[config.mk]
export PLATFORM = sky130hd
export DESIGN_NAME = lsm_seq
export DESIGN_NICKNAME = d
export VERILOG_FILES = /design/src/rtl/lsm_pkg.sv /design/src/rtl/lsm_popcount.sv /design/src/rtl/lsm_span_calc.sv /design/src/rtl/lsm_prio_pick.sv /design/src/rtl/lsm_seq.sv
export SDC_FILE = /design/constraint.sdc
export NUM_CORES = 1
export LEC_CHECK = 0
export BUFFER_PORTS_ARGS = -buffer_cell sky130_fd_sc_hd__buf_4
export CAP_MARGIN = 25
export CORE_MARGIN = 4
export CORE_UTILIZATION = 40
export CTS_BUF_LIST = sky130_fd_sc_hd__clkbuf_8
export DETAILED_ROUTE_END_ITERATION = 16
export PLACE_DENSITY = 0.64
export SYNTH_ARGS = -nofsm -noshare
export SYNTH_HDL_FRONTEND = slang
export SYNTH_HIERARCHICAL = 1
export SYNTH_SLANG_ARGS = --single-unit
[constraint.sdc]
create_clock -name clk -period 9.2 [get_ports clk]
set_input_delay 0.46 -clock clk [delete_from_list [all_inputs] [get_ports clk]]
set_output_delay 0.46 -clock clk [all_outputs]
set_load 0.02 [all_outputs]
[src/rtl/lsm_pkg.sv]
// Package: shared field positions, stepping modes and sequencer states.
// Assumes a 32-bit instruction word and a 16-entry register list.
package lsm_pkg;
    localparam int LSM_NREG    = 16;
    localparam int LSM_BASE_LO = 16;
    localparam int LSM_BIT_L   = 20;
    localparam int LSM_BIT_W   = 21;
    localparam int LSM_BIT_U   = 23;
    localparam int LSM_BIT_P   = 24;

    // Encoding is {before, up}.
    typedef enum logic [1:0] {
        WALK_DA = 2'b00,
        WALK_IA = 2'b01,
        WALK_DB = 2'b10,
        WALK_IB = 2'b11
    } walk_e;

    typedef enum logic [1:0] {
        ST_IDLE = 2'b00,
        ST_RUN  = 2'b01,
        ST_FIN  = 2'b10
    } seq_state_e;
endpackage

[src/rtl/lsm_popcount.sv]
// Counts the set bits of a vector.
// Assumes CW is wide enough to hold N.
module lsm_popcount #(
    parameter int N  = 16,
    parameter int CW = $clog2(N + 1)
) (
    input  logic [N-1:0]  bits,
    output logic [CW-1:0] count
);
    // Purpose: sum the bits as a plain add chain.
    always_comb begin
        count = '0;
        for (int i = 0; i < N; i++) begin
            count = count + CW'(bits[i]);
        end
    end
endmodule

[src/rtl/lsm_span_calc.sv]
// Derives the first beat address, the final beat address and the new base
// from the mode, the base value and the beat count.
// Assumes word beats of 4 bytes and wraps modulo 2^AW.
module lsm_span_calc
    import lsm_pkg::*;
#(
    parameter int AW = 32,
    parameter int CW = 5
) (
    input  walk_e         walk,
    input  logic [AW-1:0] base,
    input  logic [CW-1:0] count,
    output logic [AW-1:0] first_addr,
    output logic [AW-1:0] final_addr,
    output logic [AW-1:0] new_base
);
    localparam logic [AW-1:0] WORD = AW'(4);

    logic [AW-1:0] span;
    assign span = AW'(count) << 2;

    // Purpose: select the address window for the chosen mode.
    always_comb begin
        unique case (walk)
            WALK_IA: begin
                first_addr = base;
                final_addr = base + span - WORD;
                new_base   = base + span;
            end
            WALK_IB: begin
                first_addr = base + WORD;
                final_addr = base + span;
                new_base   = base + span;
            end
            WALK_DA: begin
                first_addr = base - span + WORD;
                final_addr = base;
                new_base   = base - span;
            end
            default: begin
                first_addr = base - span;
                final_addr = base - WORD;
                new_base   = base - span;
            end
        endcase
    end
endmodule

[src/rtl/lsm_prio_pick.sv]
// Lowest-index-first priority picker. Returns a one-hot grant and its index.
// Assumes N is a power of two.
module lsm_prio_pick #(
    parameter int N  = 16,
    parameter int IW = $clog2(N)
) (
    input  logic [N-1:0]  req,
    output logic [N-1:0]  grant,
    output logic [IW-1:0] idx,
    output logic          any
);
    logic [N:0] below;
    assign below[0] = 1'b0;

    genvar g;
    generate
        for (g = 0; g < N; g++) begin : g_chain
            assign grant[g]   = req[g] & ~below[g];
            assign below[g+1] = below[g] | req[g];
        end
    endgenerate

    assign any = below[N];

    // Purpose: encode the one-hot grant into a binary index.
    always_comb begin
        idx = '0;
        for (int i = 0; i < N; i++) begin
            if (grant[i]) idx = idx | IW'(i);
        end
    end
endmodule

[src/rtl/lsm_seq.sv]
// Block-transfer sequencer top. Latches the transfer window when started,
// then issues one beat per cycle over the pending list bits in rising order.
// A done cycle with writeback and error status follows the last beat.
// Assumes the instruction is stable only in the start cycle.
module lsm_seq
    import lsm_pkg::*;
#(
    parameter int AW = 32
) (
    input  logic          clk,
    input  logic          rst_n,
    input  logic          start,
    input  logic [31:0]   instr,
    input  logic [AW-1:0] base_val,
    input  logic [AW-1:0] beat_rdata,
    output logic          busy,
    output logic          beat_valid,
    output logic [3:0]    beat_reg,
    output logic [AW-1:0] beat_addr,
    output logic          beat_last,
    output logic          beat_to_pc,
    output logic [AW-1:0] pc_value,
    output logic          done,
    output logic          wb_en,
    output logic [3:0]    wb_reg,
    output logic [AW-1:0] wb_value,
    output logic          abort
);
    localparam int NREG = LSM_NREG;
    localparam int IW   = $clog2(NREG);
    localparam int CW   = $clog2(NREG + 1);
    localparam logic [IW-1:0] PC_IDX = IW'(NREG - 1);
    localparam logic [AW-1:0] WORD   = AW'(4);

    logic [NREG-1:0] list_in;
    walk_e           walk_in;
    logic [CW-1:0]   cnt_in;
    logic [AW-1:0]   first_in, final_in, wb_in;
    logic            unused_bits;

    assign list_in     = instr[NREG-1:0];
    assign walk_in     = walk_e'({instr[LSM_BIT_P], instr[LSM_BIT_U]});
    assign unused_bits = ^{instr[31:25], instr[22]};

    lsm_popcount #(.N(NREG), .CW(CW)) u_cnt (
        .bits  (list_in),
        .count (cnt_in)
    );

    lsm_span_calc #(.AW(AW), .CW(CW)) u_span (
        .walk       (walk_in),
        .base       (base_val),
        .count      (cnt_in),
        .first_addr (first_in),
        .final_addr (final_in),
        .new_base   (wb_in)
    );

    seq_state_e      state_q;
    logic [NREG-1:0] pend_q;
    logic [AW-1:0]   addr_q, final_q, wbv_q;
    logic            wbw_q, load_q, abort_q;
    logic [3:0]      base_idx_q;

    logic [NREG-1:0] grant;
    logic [IW-1:0]   pick_idx;
    logic            pick_any;
    logic            is_last;

    lsm_prio_pick #(.N(NREG), .IW(IW)) u_pick (
        .req   (pend_q),
        .grant (grant),
        .idx   (pick_idx),
        .any   (pick_any)
    );

    assign is_last = pick_any && ((pend_q & ~grant) == '0);

    // Purpose: the sequencer state, the pending list and the latched window.
    always_ff @(posedge clk) begin
        if (!rst_n) begin
            state_q    <= ST_IDLE;
            pend_q     <= '0;
            addr_q     <= '0;
            final_q    <= '0;
            wbv_q      <= '0;
            wbw_q      <= 1'b0;
            load_q     <= 1'b0;
            abort_q    <= 1'b0;
            base_idx_q <= '0;
        end else begin
            unique case (state_q)
                ST_IDLE: if (start) begin
                    pend_q     <= list_in;
                    addr_q     <= first_in;
                    final_q    <= final_in;
                    wbv_q      <= wb_in;
                    wbw_q      <= instr[LSM_BIT_W];
                    load_q     <= instr[LSM_BIT_L];
                    base_idx_q <= instr[LSM_BASE_LO +: 4];
                    abort_q    <= 1'b0;
                    state_q    <= (list_in == '0) ? ST_FIN : ST_RUN;
                end
                ST_RUN: begin
                    pend_q <= pend_q & ~grant;
                    addr_q <= addr_q + WORD;
                    if (is_last) begin
                        state_q <= ST_FIN;
                        abort_q <= (addr_q != final_q);
                    end
                end
                default: state_q <= ST_IDLE;
            endcase
        end
    end

    // Purpose: drive the beat and completion outputs from the state.
    always_comb begin
        busy       = (state_q != ST_IDLE);
        beat_valid = (state_q == ST_RUN);
        beat_reg   = 4'(pick_idx);
        beat_addr  = addr_q;
        beat_last  = beat_valid && is_last;
        beat_to_pc = beat_valid && load_q && (pick_idx == PC_IDX);
        pc_value   = {beat_rdata[AW-1:1], 1'b0};
        done       = (state_q == ST_FIN);
        wb_en      = done && wbw_q;
        wb_reg     = base_idx_q;
        wb_value   = wbv_q;
        abort      = done && abort_q;
    end
endmodule

==> flow_summary.json <==
{
  "outcome": "complete, no violations",
  "viasPerCell": 6.02,
  "worst_ep_arrival_time_ns": 8.04,
  "cts.clk_slew.worst_paths_ns": 0.09,
  "core_area_um2": 30500,
  "ys_ff_latch": 121,
  "synth_top_family_by_area": "simple AND/OR/NAND/NOR gates",
  "powerDensity_nw_per_um2": 197,
  "yosysSeqAreaShare_pct": 19.6,
  "cts.sinks": 121,
  "row_count": 64,
  "htreeDepth": 4,
  "drtAntennaViolNets": 0,
  "cp-start-kind": "input pin",
  "drive_gt1_share_pct": 13.6,
  "period_needed_ns": 7.64,
  "routed-wl-met3_um": 3780,
  "timing.final.hold_violations": 0,
  "place_congestion": 0.949,
  "max_slew_margin_pct": 34.3,
  "place_hpwl_um": 32500,
  "synth_top_cell_area_share_pct": 19.6,
  "die_y_um": 184,
  "synth_xor_area_share_pct": 12.6,
  "yosysWarnings": 6,
  "path_max_fanout": 11,
  "initial_utilization_pct": 40.4,
  "fin_crit_sh_pct": 83.0,
  "synth_compound_area_share_pct": 22.0,
  "max_clock_freq_mhz": 131,
  "wl_per_cell_um": 20.8,
  "clockBufferDepth": 2,
  "worstSetupEndpointType": "flip-flop",
  "synthDistinctLibCells": 95,
  "io_pins": 210,
  "required_ns": 9.60,
  "wl_um": 44900,
  "syn_to_final_growth_pct": 9.58,
  "drc_errors": 0,
  "design_area_um2": 13500,
  "cellLeakagePower_uw": 0.00495,
  "drt_iter0_drc": 1388,
  "dp_slack_ns": 1.30,
  "rrSetupSlack_ns": 6.20,
  "netlist_area_um2": 12300,
  "cts.repair.resized": 0,
  "cts_tree": "yes",
  "worstHoldPathType": "input pin to flip-flop",
  "tightest_slew_ns": 0.986,
  "met1Wirelength_um": 20700,
  "synthAdderAreaFrac_pct": 4.18,
  "synthFlopType": "dfxtp_1",
  "diodes": 0,
  "worstSetupPathType": "input pin to flip-flop",
  "root_buffer": "clkbuf_8",
  "synth_area_leaders": "dfxtp_1, xnor2_1, nand2_1, a21oi_1, xor2_1",
  "grt_start_max_net_pins": 85,
  "firstDrtPassIters": 7,
  "postCtsSetupBuffers": 0,
  "finClkSkew_ns": 0.0194,
  "route.vias.total": 12993,
  "rsz0062_at_grt": "no",
  "top_layer": "met4",
  "fin_ws_ns": 1.56,
  "grt_pass1_vias": 11853,
  "drv_cap": 0,
  "grt_pass1_wl_um": 69000,
  "syn-instance-count": 1750,
  "ir_drop_uv": 149,
  "die_area_um2": 33700,
  "track_usage_pct": 25.7,
  "muxShareOfSynthArea_pct": 2.49,
  "port_buffers": 137,
  "synthArstFlopShare_pct": 0,
  "finalMaxSlewViolations": 0,
  "finalSetupViolCount": 0,
  "ctsHoldBuffers": 0,
  "grt_antenna_before_repair": 0,
  "synth-simple-area-share_pct": 29.9,
  "synth_edf_count": 0,
  "placed_area_um2": 13100,
  "yosysTopAreaCell": "dfxtp_1",
  "fp.dieW_um": 184,
  "avgSynthCellArea_um2": 7.05,
  "nets": 1884,
  "finalSetupTns_ns": 0,
  "insertion_delay_ns": 0.48,
  "dr_wl_met2_um": 19400,
  "grt-ovfl-total": 0,
  "syn_nets": 1883,
  "cts_made_buffers": 17
}
[cell usage after synthesis, types with 40 or more instances]
library cell and number:
buf_4 42, xor2_1 51, nor3_1 40, o21ai_0 72, a21oi_1 169, nand2_1 279, clkbuf_1 94, nand3_1 50
nand4_1 41, dfxtp_1 121, xnor2_1 126, inv_1 66, nor2_1 107
[cell usage in the layout (no fill, tap or decap), types with 7 or more instances in the layout]
| master | Yosys | final |
|---|---|---|
| ha_1 | 22 | 21 |
| xor2_1 | 51 | 51 |
| nand3_1 | 50 | 50 |
| nand4_1 | 41 | 41 |
| a22oi_1 | 29 | 29 |
| and2_1 | 18 | 18 |
| xnor2_1 | 126 | 126 |
| dfxtp_1 | 121 | 121 |
| nor3b_1 | 14 | 13 |
| o31ai_1 | 7 | 7 |
| a21o_1 | 16 | 16 |
| and3_1 | 20 | 20 |
| or2_2 | 10 | 10 |
| nor2_1 | 107 | 107 |
| and4_1 | 9 | 9 |
| o21a_1 | 9 | 9 |
| a21oi_1 | 169 | 169 |
| fa_1 | 12 | 12 |
| o21ai_0 | 72 | 72 |
| inv_6 | 1 | 8 |
| buf_4 | 42 | 149 |
| nand2b_1 | 15 | 15 |
| nor3_1 | 40 | 40 |
| o211ai_1 | 8 | 8 |
| or3_1 | 12 | 12 |
| inv_1 | 66 | 66 |
| a211oi_1 | 17 | 17 |
| or4_1 | 12 | 12 |
| a221oi_1 | 14 | 14 |
| mux2i_1 | 25 | 25 |
| nand2_1 | 279 | 279 |
| nor4_1 | 26 | 26 |
| nor2b_1 | 23 | 23 |
| a31oi_1 | 19 | 19 |
| clkbuf_8 | 2 | 17 |
[worst paths after layout]
check	startpoint	endpoint	cells past startpoint
worst max register to register	pend_q[0]	abort_q	9
worst max-delay path	instr[0]	final_q[31]	24
worst min-delay path	instr[17]	wb_reg[1]	3
worst min register to register	wb_reg[3]	wb_reg[3]	2
[layout make-up]
type | count | area (um2)
clock buffer | 17 | 234
clock inverter | 15 | 178
fill | 3178 | 17000
inverter | 70 | 270
multi-input combinational | 1391 | 8790
sequential | 121 | 2420
tap | 396 | 495
timing repair buffer | 150 | 1120
[power breakdown]
group	switching, uW	total [uW]	internal, uW
clock network	288	540	252
registers	67.2	645	578
logic	953	1480	524
total	1310	2660	1350
[critical path, stage by stage]
cell,delay (ns)
buf_4,0.09
inv_1,0.05
fa_1,0.56
fa_1,0.44
fa_1,0.54
fa_1,0.42
inv_1,0.07
ha_1,0.16
inv_1,0.05
fa_1,0.40
xnor2_1,0.36
inv_1,0.09
ha_1,0.54
o21bai_1,0.24
a211oi_2,0.76
a31oi_1,0.17
a221o_1,0.42
nor4_2,0.52
nand4_1,0.55
nor4_1,0.62
xnor2_1,0.13
a21oi_1,0.16
nand2_1,0.07
a21oi_1,0.15
[stage by stage]
step	utilization [%]	power [uW]	std cells	hold slack (ns)
2_1_floorplan	-	1690	1750	0.432
3_3_place_gp	42.9	2070	2127	0.441
3_5_place_dp	43.0	2090	2128	0.448
4_1_cts	44.3	2640	2160	0.204
5_1_grt	44.3	2830	2160	0.202
6_report	44.3	2660	2160	0.230
[metal layers]
layer	global-route usage, %	vias to the layer above
li1	-	6128
met1	37.6	6129
met2	38.8	651
met3	4.67	85
met4	6.56	0
met5	0	-
[cells by family (layout without fill, tap and decap cells)]
group	after synthesis	after routing
AO/OA/AOI/OAI	429	429
XOR/XNOR	177	177
adder cells (fa/ha/maj)	34	34
buffers and inverters	238	252
flip-flops	121	121
multiplexers	30	30
other	1	1
AND/OR/NAND/NOR	720	720
(Power assumes the default switching activity.)
